==> src/rtl/irqagg_pkg.sv <==
package irqagg_pkg;

    localparam int SRC_W      = 16;
    localparam int DATA_W     = 32;
    localparam int PEND_SHIFT = 16;
    localparam int COMB_MAX   = 13;

    typedef logic [SRC_W-1:0]  srcvec_t;
    typedef logic [DATA_W-1:0] word_t;

    // Register side effects of one access, already masked to the window
    typedef struct packed {
        logic    en_we;
        srcvec_t en_val;
        srcvec_t clr;
    } reg_cmd_t;

    function automatic srcvec_t win_mask(input int lo, input int cnt);
        srcvec_t m;
        m = '0;
        for (int i = 0; i < SRC_W; i++) begin
            if (i >= lo && i < lo + cnt) m[i] = 1'b1;
        end
        return m;
    endfunction

endpackage

==> src/rtl/irqagg_pending.sv <==
module irqagg_pending
    import irqagg_pkg::*;
#(
    parameter srcvec_t WIN = 16'h007F
) (
    input  logic    clk,
    input  logic    rst,
    input  srcvec_t src_i,
    input  srcvec_t clr_i,
    output srcvec_t pend_o
);

    srcvec_t set_w;
    assign set_w = src_i & WIN;

    for (genvar i = 0; i < SRC_W; i++) begin : g_pos
        if (WIN[i]) begin : g_live
            logic flag_q;
            always_ff @(posedge clk) begin
                if (rst)
                    flag_q <= 1'b0;
                else if (set_w[i])
                    flag_q <= 1'b1;
                else if (clr_i[i])
                    flag_q <= 1'b0;
            end
            assign pend_o[i] = flag_q;
        end else begin : g_absent
            assign pend_o[i] = 1'b0;
        end
    end

    // a source seen high leaves its flag set, even against a clear
    p_set_wins_r3: assert property (@(posedge clk) disable iff (rst)
        1'b1 |=> ((pend_o & $past(set_w)) == $past(set_w)));

    // a written zero never clears a flag
    p_zero_keeps_r4: assert property (@(posedge clk) disable iff (rst)
        1'b1 |=> ((($past(pend_o) & ~$past(clr_i)) & ~pend_o) == '0));

    // a written one clears the flag when no source sets it
    p_w1c_r4: assert property (@(posedge clk) disable iff (rst)
        1'b1 |=> ((pend_o & $past(clr_i) & ~$past(set_w)) == '0));

    // positions outside the window never hold a flag
    p_outside_r7: assert property (@(posedge clk) disable iff (rst)
        (pend_o & ~WIN) == '0);

endmodule

==> src/rtl/irqagg_decode.sv <==
module irqagg_decode
    import irqagg_pkg::*;
#(
    parameter bit      SPLIT_LAYOUT = 1'b0,
    parameter bit      EN_AT_OFS4   = 1'b0,
    parameter srcvec_t WIN          = 16'h007F,
    parameter int      ADDR_W       = 4
) (
    input  logic              clk,
    input  logic              rst,
    input  logic [ADDR_W-1:0] addr_i,
    input  logic              wr_en_i,
    input  word_t             wr_data_i,
    input  srcvec_t           en_q_i,
    input  srcvec_t           pend_q_i,
    output reg_cmd_t          cmd_o,
    output word_t             rd_data_o
);

    localparam logic [ADDR_W-1:0] OFS_LO = '0;
    localparam logic [ADDR_W-1:0] OFS_HI = ADDR_W'(4);
    localparam logic [ADDR_W-1:0] OFS_EN = EN_AT_OFS4 ? OFS_HI : OFS_LO;
    localparam logic [ADDR_W-1:0] OFS_ST = EN_AT_OFS4 ? OFS_LO : OFS_HI;

    if (!SPLIT_LAYOUT) begin : g_comb
        always_comb begin
            cmd_o     = '0;
            rd_data_o = '0;
            if (addr_i == OFS_LO) begin
                rd_data_o = {pend_q_i, en_q_i};
                if (wr_en_i) begin
                    cmd_o.en_we  = 1'b1;
                    cmd_o.en_val = wr_data_i[SRC_W-1:0] & WIN;
                    cmd_o.clr    = wr_data_i[DATA_W-1:PEND_SHIFT] & WIN;
                end
            end
        end
    end else begin : g_split
        logic unused_hi;
        assign unused_hi = ^wr_data_i[DATA_W-1:SRC_W];
        always_comb begin
            cmd_o     = '0;
            rd_data_o = '0;
            if (addr_i == OFS_EN) begin
                rd_data_o = {{(DATA_W-SRC_W){1'b0}}, en_q_i};
                if (wr_en_i) begin
                    cmd_o.en_we  = 1'b1;
                    cmd_o.en_val = wr_data_i[SRC_W-1:0] & WIN;
                end
            end else if (addr_i == OFS_ST) begin
                rd_data_o = {{(DATA_W-SRC_W){1'b0}}, pend_q_i};
                if (wr_en_i) cmd_o.clr = wr_data_i[SRC_W-1:0] & WIN;
            end
        end
    end

    // read bits of absent positions are zero
    p_rd_unused_r7: assert property (@(posedge clk) disable iff (rst)
        (rd_data_o & ~{WIN, WIN}) == '0);

    // a write that hits no implemented word produces no side effect
    p_unmapped_r10: assert property (@(posedge clk) disable iff (rst)
        (addr_i != OFS_LO && addr_i != OFS_HI) |-> (cmd_o == '0 && rd_data_o == '0));

endmodule

==> src/rtl/irq_share_agg.sv <==
module irq_share_agg
    import irqagg_pkg::*;
#(
    parameter bit SPLIT_LAYOUT = 1'b0,
    parameter bit EN_AT_OFS4   = 1'b0,
    parameter int WIN_LO       = 0,
    parameter int WIN_CNT      = 7,
    parameter int ADDR_W       = 4
) (
    input  logic              clk,
    input  logic              rst,
    input  logic [15:0]       src_i,
    input  logic [ADDR_W-1:0] addr_i,
    input  logic              wr_en_i,
    input  logic [31:0]       wr_data_i,
    output logic [31:0]       rd_data_o,
    output logic              irq_o
);

    localparam srcvec_t WIN = win_mask(WIN_LO, WIN_CNT);

    if (!SPLIT_LAYOUT && (WIN_LO + WIN_CNT > COMB_MAX)) begin : g_bad_window
        $error("combined layout allows positions 0..12 only");
    end

    reg_cmd_t cmd;
    srcvec_t  en_q;
    srcvec_t  pend;
    logic     irq_q;

    irqagg_decode #(
        .SPLIT_LAYOUT(SPLIT_LAYOUT),
        .EN_AT_OFS4  (EN_AT_OFS4),
        .WIN         (WIN),
        .ADDR_W      (ADDR_W)
    ) u_decode (
        .clk       (clk),
        .rst       (rst),
        .addr_i    (addr_i),
        .wr_en_i   (wr_en_i),
        .wr_data_i (wr_data_i),
        .en_q_i    (en_q),
        .pend_q_i  (pend),
        .cmd_o     (cmd),
        .rd_data_o (rd_data_o)
    );

    irqagg_pending #(
        .WIN(WIN)
    ) u_pending (
        .clk    (clk),
        .rst    (rst),
        .src_i  (src_i),
        .clr_i  (cmd.clr),
        .pend_o (pend)
    );

    always_ff @(posedge clk) begin
        if (rst)
            en_q <= '0;
        else if (cmd.en_we)
            en_q <= cmd.en_val;
    end

    always_ff @(posedge clk) begin
        if (rst)
            irq_q <= 1'b0;
        else
            irq_q <= |(pend & en_q);
    end

    assign irq_o = irq_q;

    // parent line follows last cycle's pending-and-enabled state
    p_irq_follow_r8: assert property (@(posedge clk) disable iff (rst)
        1'b1 |=> (irq_o == $past(|(pend & en_q))));

    // an enable write lands exactly as written within the window
    p_en_write_r4: assert property (@(posedge clk) disable iff (rst)
        cmd.en_we |=> (en_q == ($past(wr_data_i[15:0]) & WIN)));

    // without an enable write the enables do not move
    p_en_hold_r9: assert property (@(posedge clk) disable iff (rst)
        !cmd.en_we |=> $stable(en_q));

endmodule

==> config.mk <==
export PLATFORM = sky130hd
export DESIGN_NAME = irq_share_agg
export DESIGN_NICKNAME = d
export VERILOG_FILES = /design/src/rtl/irqagg_pkg.sv /design/src/rtl/irqagg_pending.sv /design/src/rtl/irqagg_decode.sv /design/src/rtl/irq_share_agg.sv
export SDC_FILE = /design/constraint.sdc
export NUM_CORES = 1
export LEC_CHECK = 0
export BUFFER_PORTS_ARGS = -buffer_cell sky130_fd_sc_hd__buf_4
export CAP_MARGIN = 20
export CORE_ASPECT_RATIO = 0.8
export CORE_MARGIN = 2
export CORE_UTILIZATION = 35
export CTS_CLUSTER_DIAMETER = 50
export DETAILED_ROUTE_END_ITERATION = 7
export HOLD_SLACK_MARGIN = 0.08
export PLACE_DENSITY = 0.8
export SYNTH_ARGS = -nofsm -noshare
export SYNTH_HDL_FRONTEND = slang
export SYNTH_SLANG_ARGS = --single-unit
==> constraint.sdc <==
create_clock -name clk -period 1.3 [get_ports clk]
set_input_delay 0.13 -clock clk [delete_from_list [all_inputs] [get_ports clk]]
set_output_delay 0.13 -clock clk [all_outputs]
set_load 0.02 [all_outputs]
# After elaboration in Yosys (flattened, before gate mapping)
# Index checks and enable logic that the tools add are counted.
[op_classes]
n_bitwise = 1
n_mux = 17
n_reduce_logical = 9
[op_table]
columns = ["cell", "count"]
rows = [
  ["33-bit two-way mux", 2],
  ["23-bit two-way mux", 1],
  ["7-bit by 16-bit bitwise AND with 16-bit output", 1],
  ["16-bit OR reduction", 1],
  ["1-bit two-way mux", 14],
  ["2-bit nonzero test", 7],
  ["4-bit logical NOT", 1],
]
[word_totals]
reg_bits = 24
word_cells = 36
in_bits = 55
output_inout_bits = 33

# Logic depth before layout (Yosys ltp)
# Gate-level depths: netlist of run 1.
[logic_depth]
word_depth = 4
mapped_depth = 4
mapped_depth_nobuf = 3

# Modules after synthesis
# From an unflattened synthesis of run 1, not the netlist that was laid out.
[unflattened]
hier_cells = 181
hier_area_um2 = 1591.5
[by_module_without_submodules]
columns = ["module", "instances", "cells_per_inst", "area_per_inst_um2", "seq_area_each_um2"]
rows = [
  ["irq_share_agg", 1, 63, 674.4, 340.3],
  ["irqagg_decode", 1, 73, 495.5, 0.0],
  ["irqagg_pending", 1, 45, 421.7, 140.1],
]

# Worst setup path before layout of run 1
# No wires, ideal clock.
[synth_path]
path_kind = "input to output"
start = "input addr_i[3]"
end = "output rd_data_o[16]"
path_buffers = 1
path_stages = 3
setup_slack_ps = 261
t_required_ps = 1170
arrival_ps = 909
cell_sequence = "nor4_4 clkbuf_1 and2_1"
[synth_via]
elab_chain_cells = 2
[synth_rtl]
columns = ["element", "line", "text"]
rows = [
  ["from (decl)", "irq_share_agg.sv:13", "input logic [ADDR_W-1:0] addr_i,"],
  ["4-bit logical NOT", "irqagg_decode.sv:29", "if (addr_i == OFS_LO) begin"],
  ["23-bit two-way mux", "irqagg_decode.sv:29", ""],
  ["to (decl)", "irq_share_agg.sv:16", "output logic [31:0] rd_data_o,"],
]
# Every way passes these cells.

# Worst setup path in the final report of run 1
[layout_path]
start = "input addr_i[3]"
end = "output rd_data_o[3]"
# Same word-level chain as after synthesis.

==> key figures, run 1 <==
Power
  – Worst IR drop on VDD: approximately 300 uV
  – Pwr dens: approximately 770 nW/um2
  – Leakage: between 0.0005 and 0.0006 uW

Floorplan
  – Die Footprint: ~2900 um2
  – Initial Util: 0.3635
  – Die width: 59.85 um
  – Site row count: 16
  – Core Region: between 2000 and 2500 um2
  – # IOs: 88
  – Height of the die: 48.68 um

Synth
  – Cells after synthesis: 102
  – Top-count cell post-synth: buf_4
  – Area leader, netlist: dfxtp_1
  – Mapped cell area: a little under 900 um2
  – Top cell type's share of synthesized area: 0.3438
  – Top post-synthesis cells by area: dfxtp_1, buf_4, and2_1
  – Synth Register Bits: 15
  – Ys async rst share: 0
  – Syn. warnings: 0
  – Syn_area_per_cell: between 8 and 9 um2
  – Top_reg_cell synth: dfxtp_1
  – Post-synth EDFFs: 0
  – Top post-synthesis cells by count: buf_4, dfxtp_1, and2_1
  – Yosys cell types: 19
  – Post-synthesis sequential area ratio: 0.3438

Global route
  – Gr usage total: 0.1384
  – First-pass GRT wire length: approximately 3.2 mm
  – Total grt overflow: 0
  – Largest net degree at the start of global routing: 23
  – Vias in the first global route: around 740
  – Initial antenna violation count: 0

Worst setup path
  – Type of the worst setup path: in2out
  – Crit path top cell by count: buf_4
  – Worst reg2reg setup slack: around 0.35 ns
  – Worst Reg2Reg Path Length in Cells: 2
  – Worst EP arrival: 1.08 ns
  – Worst path slowest cell: nor4_4
  – Crit path capture type: primary output
  – Cells along the critical path: buf_4, nor4_4, buf_6, and2_1, buf_4
  – Required @ worst endpoint: approximately 1.2 ns
  – Worst r2r src: en_q[3]$_SDFFE_PP0P_
  – Critical R2R Capture: irq_o$_SDFF_PP0_
  – CP max stage delay: roughly 0.33 ns
  – CP Launch Type: primary input
  – Crit-path max FO: 17

Min path
  – Worst Hold End: en_q[6]$_SDFFE_PP0P_
  – Hold_sp: wr_data_i[6]
  – Min-delay worst type: in2reg
  – Hold path cells: 3

STA
  – Slew Limit Fails: 0
  – # setup viols final: 0
  – Fin crit share: 0.9327
  – Fin Setup TNS: 0 ns
  – Fmax: ~820 MHz
  – Final WS setup: slightly below 0.09 ns
  – RSZ-0062 raised after global routing: false
  – Clk_skew: roughly 0.0032 ns
  – Hold Fails Final Rpt: 0
  – Final Critical Period: 1.212 ns

Clocking
  – CTS buffer count: 3
  – Clock latency on the worst-skew pair: 0.28 ns
  – Root Driver: clkbuf_4
  – H-tree levels: 1
  – Clk sinks: 15
  – Reg clk slew, reported paths: ~0.09 ns
  – CTS tree: built
  – CTS Buffer Depth: 2
  – Postcts setup bufs: 0

Route
  – Overall routed net length: between 1.5 and 2 mm
  – 1st-pass router iterations: 4
  – DRC viols: 0
  – Post-route antenna net violation count: 0
  – Initial DRC Count: 50
  – Via count: between 800 and 900
  – Vias per inst: 4.582
  – WL per Instance: between 10 and 15 um

Cells and area
  – Final-stage net count: roughly 200
  – Fin util: 0.5146
  – Diode count: 0
  – Layout cells sized above 1: 0.3333
  – Area Overhead vs Synth: 41.55%
  – Fill count: about 230
  – Finished Layout Cells: 177

Place
  – Dpl ws: about 0.070 ns
  – Placed Instances: between 150 and 200
  – Hpwl dp: approximately 1.5 mm
  – RePlAce Congestion: ~0.76
  – Port-buffer cells: 42

Run status
  – Status: finished clean

Job
  – Max-Cap Viols: 0
area by class of cell:
cell class	instances	area, um2	share of cell area
timing repair buffer	51	404.1	0.3269
inverter	7	26.28	0.02125
tap	27	33.78	0.02733
multi-input combinational	73	444.2	0.3593
clock buffer	3	22.52	0.01822
clock inverter	1	5.005	0.004049
sequential	15	300.3	0.2429
where the power goes:
group / leakage [uW] / switching (uW) / internal [uW]
logic: 0.000449 / 102 / 95.3
registers: 0.000123 / 13.7 / 479
clock network: 0.0000177 / 146 / 114
cells in the final DEF, fill, tap and decap left out, drive strengths merged:
master / n
nand4b: 7
a31oi: 1
dfxtp: 15
and2: 15
nor2: 7
a311oi: 7
buf: 44
a222oi: 1
inv: 7
conb: 18
o21ai: 7
nor4: 1
nand2b: 7
clkbuf: 3
clkinv: 1
dlygate4sd3: 7
a22oi: 2
layer usage:
metal | vias to the layer above | wire length (um) | track usage
met2 | 41 | 957 | 0.2391
li1 | 407 | - | -
met4 | 0 | 8 | 0.04444
met1 | 361 | 863 | 0.1669
met5 | - | 0 | 0
met3 | 2 | 158 | 0.02941
worst max-delay path by stage:
stage	from	to	slack, ns	cells after the start
2_1_floorplan	addr_i[3]	rd_data_o[16]	0.26	3
3_3_place_gp	addr_i[3]	rd_data_o[3]	0.09	5
3_5_place_dp	addr_i[3]	rd_data_o[3]	0.07	5
4_1_cts	addr_i[3]	rd_data_o[3]	0.06	5
5_1_grt	addr_i[3]	rd_data_o[3]	0.03	5
6_report	addr_i[3]	rd_data_o[3]	0.09	5
per-stage QoR:
step	hold slack, ns	area, um2	total power [uW]
after global placement	0.3316	1135	678.4
after global routing	0.1088	1236	995.5
after detailed placement	0.3378	1135	682.8
after floorplan	0.2452	937.1	637.8
after CTS	0.1040	1232	957.7
final	0.1120	1236	949.4
logic make-up after synthesis:
group / count (synthesis) / synth area share
other: 1 / 0.004294
DFF: 15 / 0.3438
buffers and inverters: 31 / 0.2206
and+or+nand+nor: 37 / 0.2851
AOI/OAI and AO/OA: 18 / 0.1461
what timing repair did:
| action | 4_1_cts | 5_1_grt |
|---|---|---|
| resized for setup | 0 | 1 |
| setup endpoints to repair | 0 | 1 |
| hold buffers | 7 | 0 |
| endpoints found under the hold margin | 7 | 0 |
registers in the layout, summed over array words and instances (netlist names):
register and flops:
u_pending.g_pos.g_live.flag_q 7, irq_o 1, en_q 7
critical path, delay by kind of cell:
family / cells / cell delay (ns)
and+or+nand+nor: 2 / 0.48
buffers and inverters: 3 / 0.46
Note: power is estimated with default switching activity, not from simulation.
==> run 2: changes to the inputs <==
Settings changed: BUFFER_PORTS_ARGS -buffer_cell sky130_fd_sc_hd__buf_4 to -buffer_cell sky130_fd_sc_hd__buf_2.
==> key figures, run 2 (same netlist as run 1, synthesis figures left out) <==
Global route
  – Largest net degree at the start of global routing: 23 (unchanged)
  – Initial antenna violation count: 0 (unchanged)
  – Vias in the first global route: 760 (was 741)
  – Total grt overflow: 0 (unchanged)
  – Gr usage total: 0.1390 (was 0.1384)
  – First-pass GRT wire length: 3.160 mm (was 3.180 mm)

Worst setup path
  – Crit-path max FO: 17 (unchanged)
  – Type of the worst setup path: in2out (unchanged)
  – CP Launch Type: primary input (unchanged)
  – Required @ worst endpoint: 1.17 ns (about the same)
  – Crit path capture type: primary output (unchanged)
  – Worst EP arrival: 1.08 ns (about the same)

Route
  – WL per Instance: 10.90 um (was 11.23 um)
  – Post-route antenna net violation count: 0 (unchanged)
  – Overall routed net length: 1.930 mm (was 1.988 mm)
  – 1st-pass router iterations: 4 (unchanged)
  – Vias per inst: 4.576 (was 4.582)
  – Initial DRC Count: 51 (was 50)
  – Via count: 810 (was 811)
  – DRC viols: 0 (unchanged)

Power
  – Pint: 668.1 uW (was 687.9 uW)
  – Sw Ratio: 0.2764 (was 0.2754)
  – Share of power burned in registers: 0.534 (was 0.519)
  – Clock power share: 0.281 (was 0.274)
  – Pwr dens: 817.2 nW/um2 (was 768.0 nW/um2)
  – P_sw: 255.2 uW (was 261.5 uW)
  – Leakage: 0.0005652 uW (was 0.0005896 uW)
  – Combinational power share: 0.186 (was 0.208)
  – Worst IR drop on VDD: 237.6 uV (was 300.4 uV)

Cells and area
  – Most frequent cells in the layout: buf_2, conb_1, dfxtp_1, and2_1 (was buf_4, conb_1, dfxtp_1, and2_1)
  – Diode count: 0 (unchanged)
  – Fill count: 254 (was 233)
  – Layout cells sized above 1: 0.3267 (was 0.3333)
  – Final-stage net count: 206 (unchanged)
  – Fin util: 0.4703 (was 0.5146)
  – Most common cell after layout, fill and taps aside: buf_2 (was buf_4)
  – Area Overhead vs Synth: 29.37% (was 41.55%)

STA
  – Slew Limit Fails: 0 (unchanged)
  – Fin crit share: 0.9329 (was 0.9327)
  – Hold Fails Final Rpt: 0 (unchanged)
  – Fin Setup TNS: 0 ns (unchanged)
  – RSZ-0062 raised after global routing: false (unchanged)
  – # setup viols final: 0 (unchanged)
  – Fmax: 824.6 MHz (was 824.8 MHz)
  – Final Critical Period: 1.213 ns (was 1.212 ns)
  – Clk_skew: 0.0006860 ns (was 0.003243 ns)

Clocking
  – H-tree levels: 1 (unchanged)
  – CTS tree: built (unchanged)
  – CTS Buffer Depth: 2 (unchanged)
  – Clk sinks: 15 (unchanged)
  – Clock latency on the worst-skew pair: 0.27 ns (was 0.28 ns)
  – CTS buffer count: 3 (unchanged)
  – Reg clk slew, reported paths: 0.08 ns (was 0.09 ns)
  – Root Driver: clkbuf_4 (unchanged)

Floorplan
  – Die Footprint: 2914 um2 (unchanged)
  – Initial Util: 0.3635 (unchanged)
  – Site row count: 16 (unchanged)
  – Core Region: 2402 um2 (unchanged)
  – Die width: 59.85 um (unchanged)
  – # IOs: 88 (unchanged)
  – Height of the die: 48.68 um (unchanged)

Place
  – Port-buffer cells: 42 (unchanged)
  – RePlAce Congestion: 0.7303 (was 0.7562)
  – Hpwl dp: 1.488 mm (was 1.499 mm)

Min path
  – Min-delay worst type: in2reg (unchanged)

Job
  – Max-Cap Viols: 0 (unchanged)

Run status
  – Status: finished clean (unchanged)
==> run 2: cell types whose count changed in the layout (fill, tap and decap cells not counted) <==
cell,delta
buf_2,+42
buf_4,-42
clkbuf_1,+1
clkinv_2,-1
==> run 2: path summary, 6_finish.rpt <==
path,from,end,slack (ns),cells past startpoint
max,addr_i[3],rd_data_o[4],0.09,5
max reg2reg,en_q[3]$_SDFFE_PP0P_,irq_o$_SDFF_PP0_,0.36,2
min,src_i[6],u_pending.g_pos[6].g_live.flag_q$_SDFFE_PP0P_,0.11,3
min reg2reg,en_q[0]$_SDFFE_PP0P_,en_q[0]$_SDFFE_PP0P_,0.49,2
==> run 2: power by group through the flow <==
stage               logic, uW  clock network (uW)  registers [uW]
floorplan                 139                   0             499
global placement          151                   0             502
detailed placement        155                   0             504
CTS                       171                 274             493
global route              189                 291             495
finish                    171                 259             493
==> run 2: layout make-up <==
cell class                 instances  area [um2]  share of cell area
clock buffer                       4       26.28             0.02326
inverter                           7       26.28             0.02326
multi-input combinational         73       444.2              0.3931
sequential                        15       300.3              0.2658
tap                               27       33.78             0.02990
timing repair buffer              51       299.0              0.2647
==> run 2: per-layer routing <==
layer  global-route usage  wire [um]  up-vias
met1               0.1523        817      367
li1                     -          -      408
met2               0.2572        956       35
met4              0.04444          0        0
met5                    0          0        -
met3              0.02941        156        0
==> run 2: critical path, cell delays in order <==
cell and delay [ns]:
buf_2 0.11, nor4_4 0.33, buf_6 0.20, and2_1 0.14, buf_2 0.16
==> run 2: metrics by stage <==
step / cells / instance area, um2 / power [uW] / hold WS (ns) / worst slack, ns
floorplan: 119 / 937.1 / 637.8 / 0.2452 / 0.2609
global placement: 166 / 1030 / 653.1 / 0.3316 / 0.08350
detailed placement: 166 / 1030 / 658.3 / 0.3364 / 0.06062
CTS: 177 / 1126 / 937.9 / 0.09650 / 0.05623
global route: 177 / 1130 / 974.7 / 0.1111 / 0.02350
finish: 177 / 1130 / 923.3 / 0.1068 / 0.08728
==> run 2: timing repair <==
| item | CTS | global route |
|---|---|---|
| endpoints found under the hold margin | 7 | 0 |
| gates resized for setup | 0 | 1 |
| hold buffers | 7 | 0 |
| buffers inserted | 0 | 0 |
| endpoints found under the setup margin | 0 | 8 |
==> run 3: changes to the inputs <==
Settings changed: HOLD_SLACK_MARGIN 0.08 to not set, SETUP_SLACK_MARGIN set to 0.5.
==> key figures, run 3 (same netlist as run 1, synthesis figures left out) <==
Worst setup path
  – Required @ worst endpoint: 1.17 ns (about the same)
  – Worst EP arrival: 1.08 ns (about the same)
  – Crit-path max FO: 5 (was 17)
  – Cells along the critical path: buf_6, nor4_4, buf_4, clkbuf_16, and2_4, buf_6 (was buf_2, nor4_4, buf_6, and2_1, buf_2)
  – Buf/Inv on CP: 4 (was 3)
  – Worst path slowest cell: nor4_4 (unchanged)
  – Crit path top cell by count: buf_6 (was buf_2)
  – CP Launch Type: primary input (unchanged)
  – Crit path capture type: primary output (unchanged)
  – Top Family by Delay on Critical Path: buffers and inverters (was simple AND/OR/NAND/NOR gates)
  – Type of the worst setup path: in2out (unchanged)
  – CP max stage delay: 0.26 ns (was 0.33 ns)

STA
  – Slew Limit Fails: 0 (unchanged)
  – Final Critical Period: 1.206 ns (was 1.213 ns)
  – Fin Setup TNS: 0 ns (unchanged)
  – # setup viols final: 0 (unchanged)
  – Fin crit share: 0.9278 (was 0.9329)
  – Hold Fails Final Rpt: 0 (unchanged)
  – Clk_skew: 0.0002985 ns (was 0.0006860 ns)
  – RSZ-0062 raised after global routing: true (was false)
  – Fmax: 829.1 MHz (was 824.6 MHz)

Global route
  – First-pass GRT wire length: 3.022 mm (was 3.160 mm)
  – Initial antenna violation count: 0 (unchanged)
  – Gr usage total: 0.1348 (was 0.1390)
  – Total grt overflow: 0 (unchanged)
  – Largest net degree at the start of global routing: 23 (unchanged)
  – Vias in the first global route: 720 (was 760)

Power
  – Leakage: 0.0006254 uW (was 0.0005652 uW)
  – Worst IR drop on VDD: 260.5 uV (was 237.6 uV)
  – Pwr dens: 722.0 nW/um2 (was 817.2 nW/um2)
  – Overall power: 963.0 uW (was 923.3 uW)

Route
  – 1st-pass router iterations: 4 (unchanged)
  – WL per Instance: 14.10 um (was 10.90 um)
  – Initial DRC Count: 34 (was 51)
  – Via count: 843 (was 810)
  – Overall routed net length: 2.468 mm (was 1.930 mm)
  – DRC viols: 0 (unchanged)
  – Post-route antenna net violation count: 0 (unchanged)
  – Vias per inst: 4.817 (was 4.576)

Clocking
  – Root Driver: clkbuf_4 (unchanged)
  – CTS Buffer Depth: 2 (unchanged)
  – CTS tree: built (unchanged)
  – CTS buffer count: 3 (unchanged)
  – Hold-fix buffer count after cts: 0 (was 7)
  – H-tree levels: 1 (unchanged)
  – Clk sinks: 15 (unchanged)
  – Clock latency on the worst-skew pair: 0.29 ns (was 0.27 ns)
  – Reg clk slew, reported paths: 0.09 ns (was 0.08 ns)

Run status
  – Status: finished clean (unchanged)

Cells and area
  – Area Overhead vs Synth: 52.72% (was 29.37%)
  – Most common cell after layout, fill and taps aside: buf_2 (unchanged)
  – Final-stage net count: 204 (was 206)
  – Most frequent cells in the layout: buf_2, conb_1, buf_6, dfxtp_1, and2_4 (was buf_2, conb_1, dfxtp_1, and2_1)
  – Diode count: 0 (unchanged)
  – Layout cells sized above 1: 0.5405 (was 0.3267)

Floorplan
  – Die Footprint: 2914 um2 (unchanged)
  – Height of the die: 48.68 um (unchanged)
  – # IOs: 88 (unchanged)
  – Initial Util: 0.3635 (unchanged)
  – Core Region: 2402 um2 (unchanged)
  – Site row count: 16 (unchanged)
  – Die width: 59.85 um (unchanged)

Place
  – Port-buffer cells: 42 (unchanged)
  – Hpwl dp: 1.506 mm (was 1.488 mm)
  – RePlAce Congestion: 0.8103 (was 0.7303)

Job
  – Max-Cap Viols: 0 (unchanged)

Min path
  – Min-delay worst type: in2reg (unchanged)
[run 3: layout make-up]
type                    count  area, um2
clock buffers               3      22.52
clock inverters             1      5.005
fillers                   226       1069
inverters                   7      26.28
multi-input cells          74      526.8
flip-flops and latches     15      302.8
well taps                  27      33.78
repair buffers             48      416.7
[run 3: where the power goes]
group	switching [uW]	internal, uW	leakage, uW
Clock	154	114	0.0000177
Sequential	15.2	479	0.000124
Combinational	116	84.1	0.000483
Total	286	677	0.000625
[run 3: final timing paths]
check / cells past startpoint / slack [ns] / start / end
setup / recovery: 6 / 0.09 / addr_i[0] / rd_data_o[22]
hold / removal: 2 / 0.03 / wr_data_i[21] / u_pending.g_pos[5].g_live.flag_q$_SDFFE_PP0P_
setup reg to reg: 2 / 0.30 / en_q[3]$_SDFFE_PP0P_ / irq_o$_SDFF_PP0_
hold reg to reg: 2 / 0.50 / en_q[6]$_SDFFE_PP0P_ / en_q[6]$_SDFFE_PP0P_
[run 3: routing by layer]
layer,up-vias,part of all wire,global-route usage,wire length [um]
met5,-,0,0,0
met4,0,0.018,0.02963,45
met3,6,0.080,0.05882,198
met2,45,0.54,0.2409,1339
met1,387,0.36,0.1426,886
li1,405,-,-,-
[run 3: metrics by stage]
| step | setup slack, ns | cell area (um2) | hold WS [ns] | cells | util |
|---|---|---|---|---|---|
| final | 0.09381 | 1334 | 0.03456 | 175 | 0.5552 |
| after global routing | 0.07476 | 1334 | 0.03110 | 175 | 0.5552 |
| after detailed placement | 0.03662 | 1057 | 0.3372 | 165 | 0.4401 |
| after CTS | 0.1145 | 1094 | 0.02505 | 169 | 0.4552 |
| after floorplan | 0.3310 | 963.4 | 0.2452 | 119 | - |
| after global placement | 0.07269 | 1057 | 0.3319 | 165 | 0.4401 |
[run 3: timing repair]
item / 4_1_cts / 5_1_grt
resized for setup: 4 / 46
buffers inserted: 0 / 3
gates cloned: 0 / 3
pin swaps: 2 / 7
endpoints found under the setup margin: 30 / 30
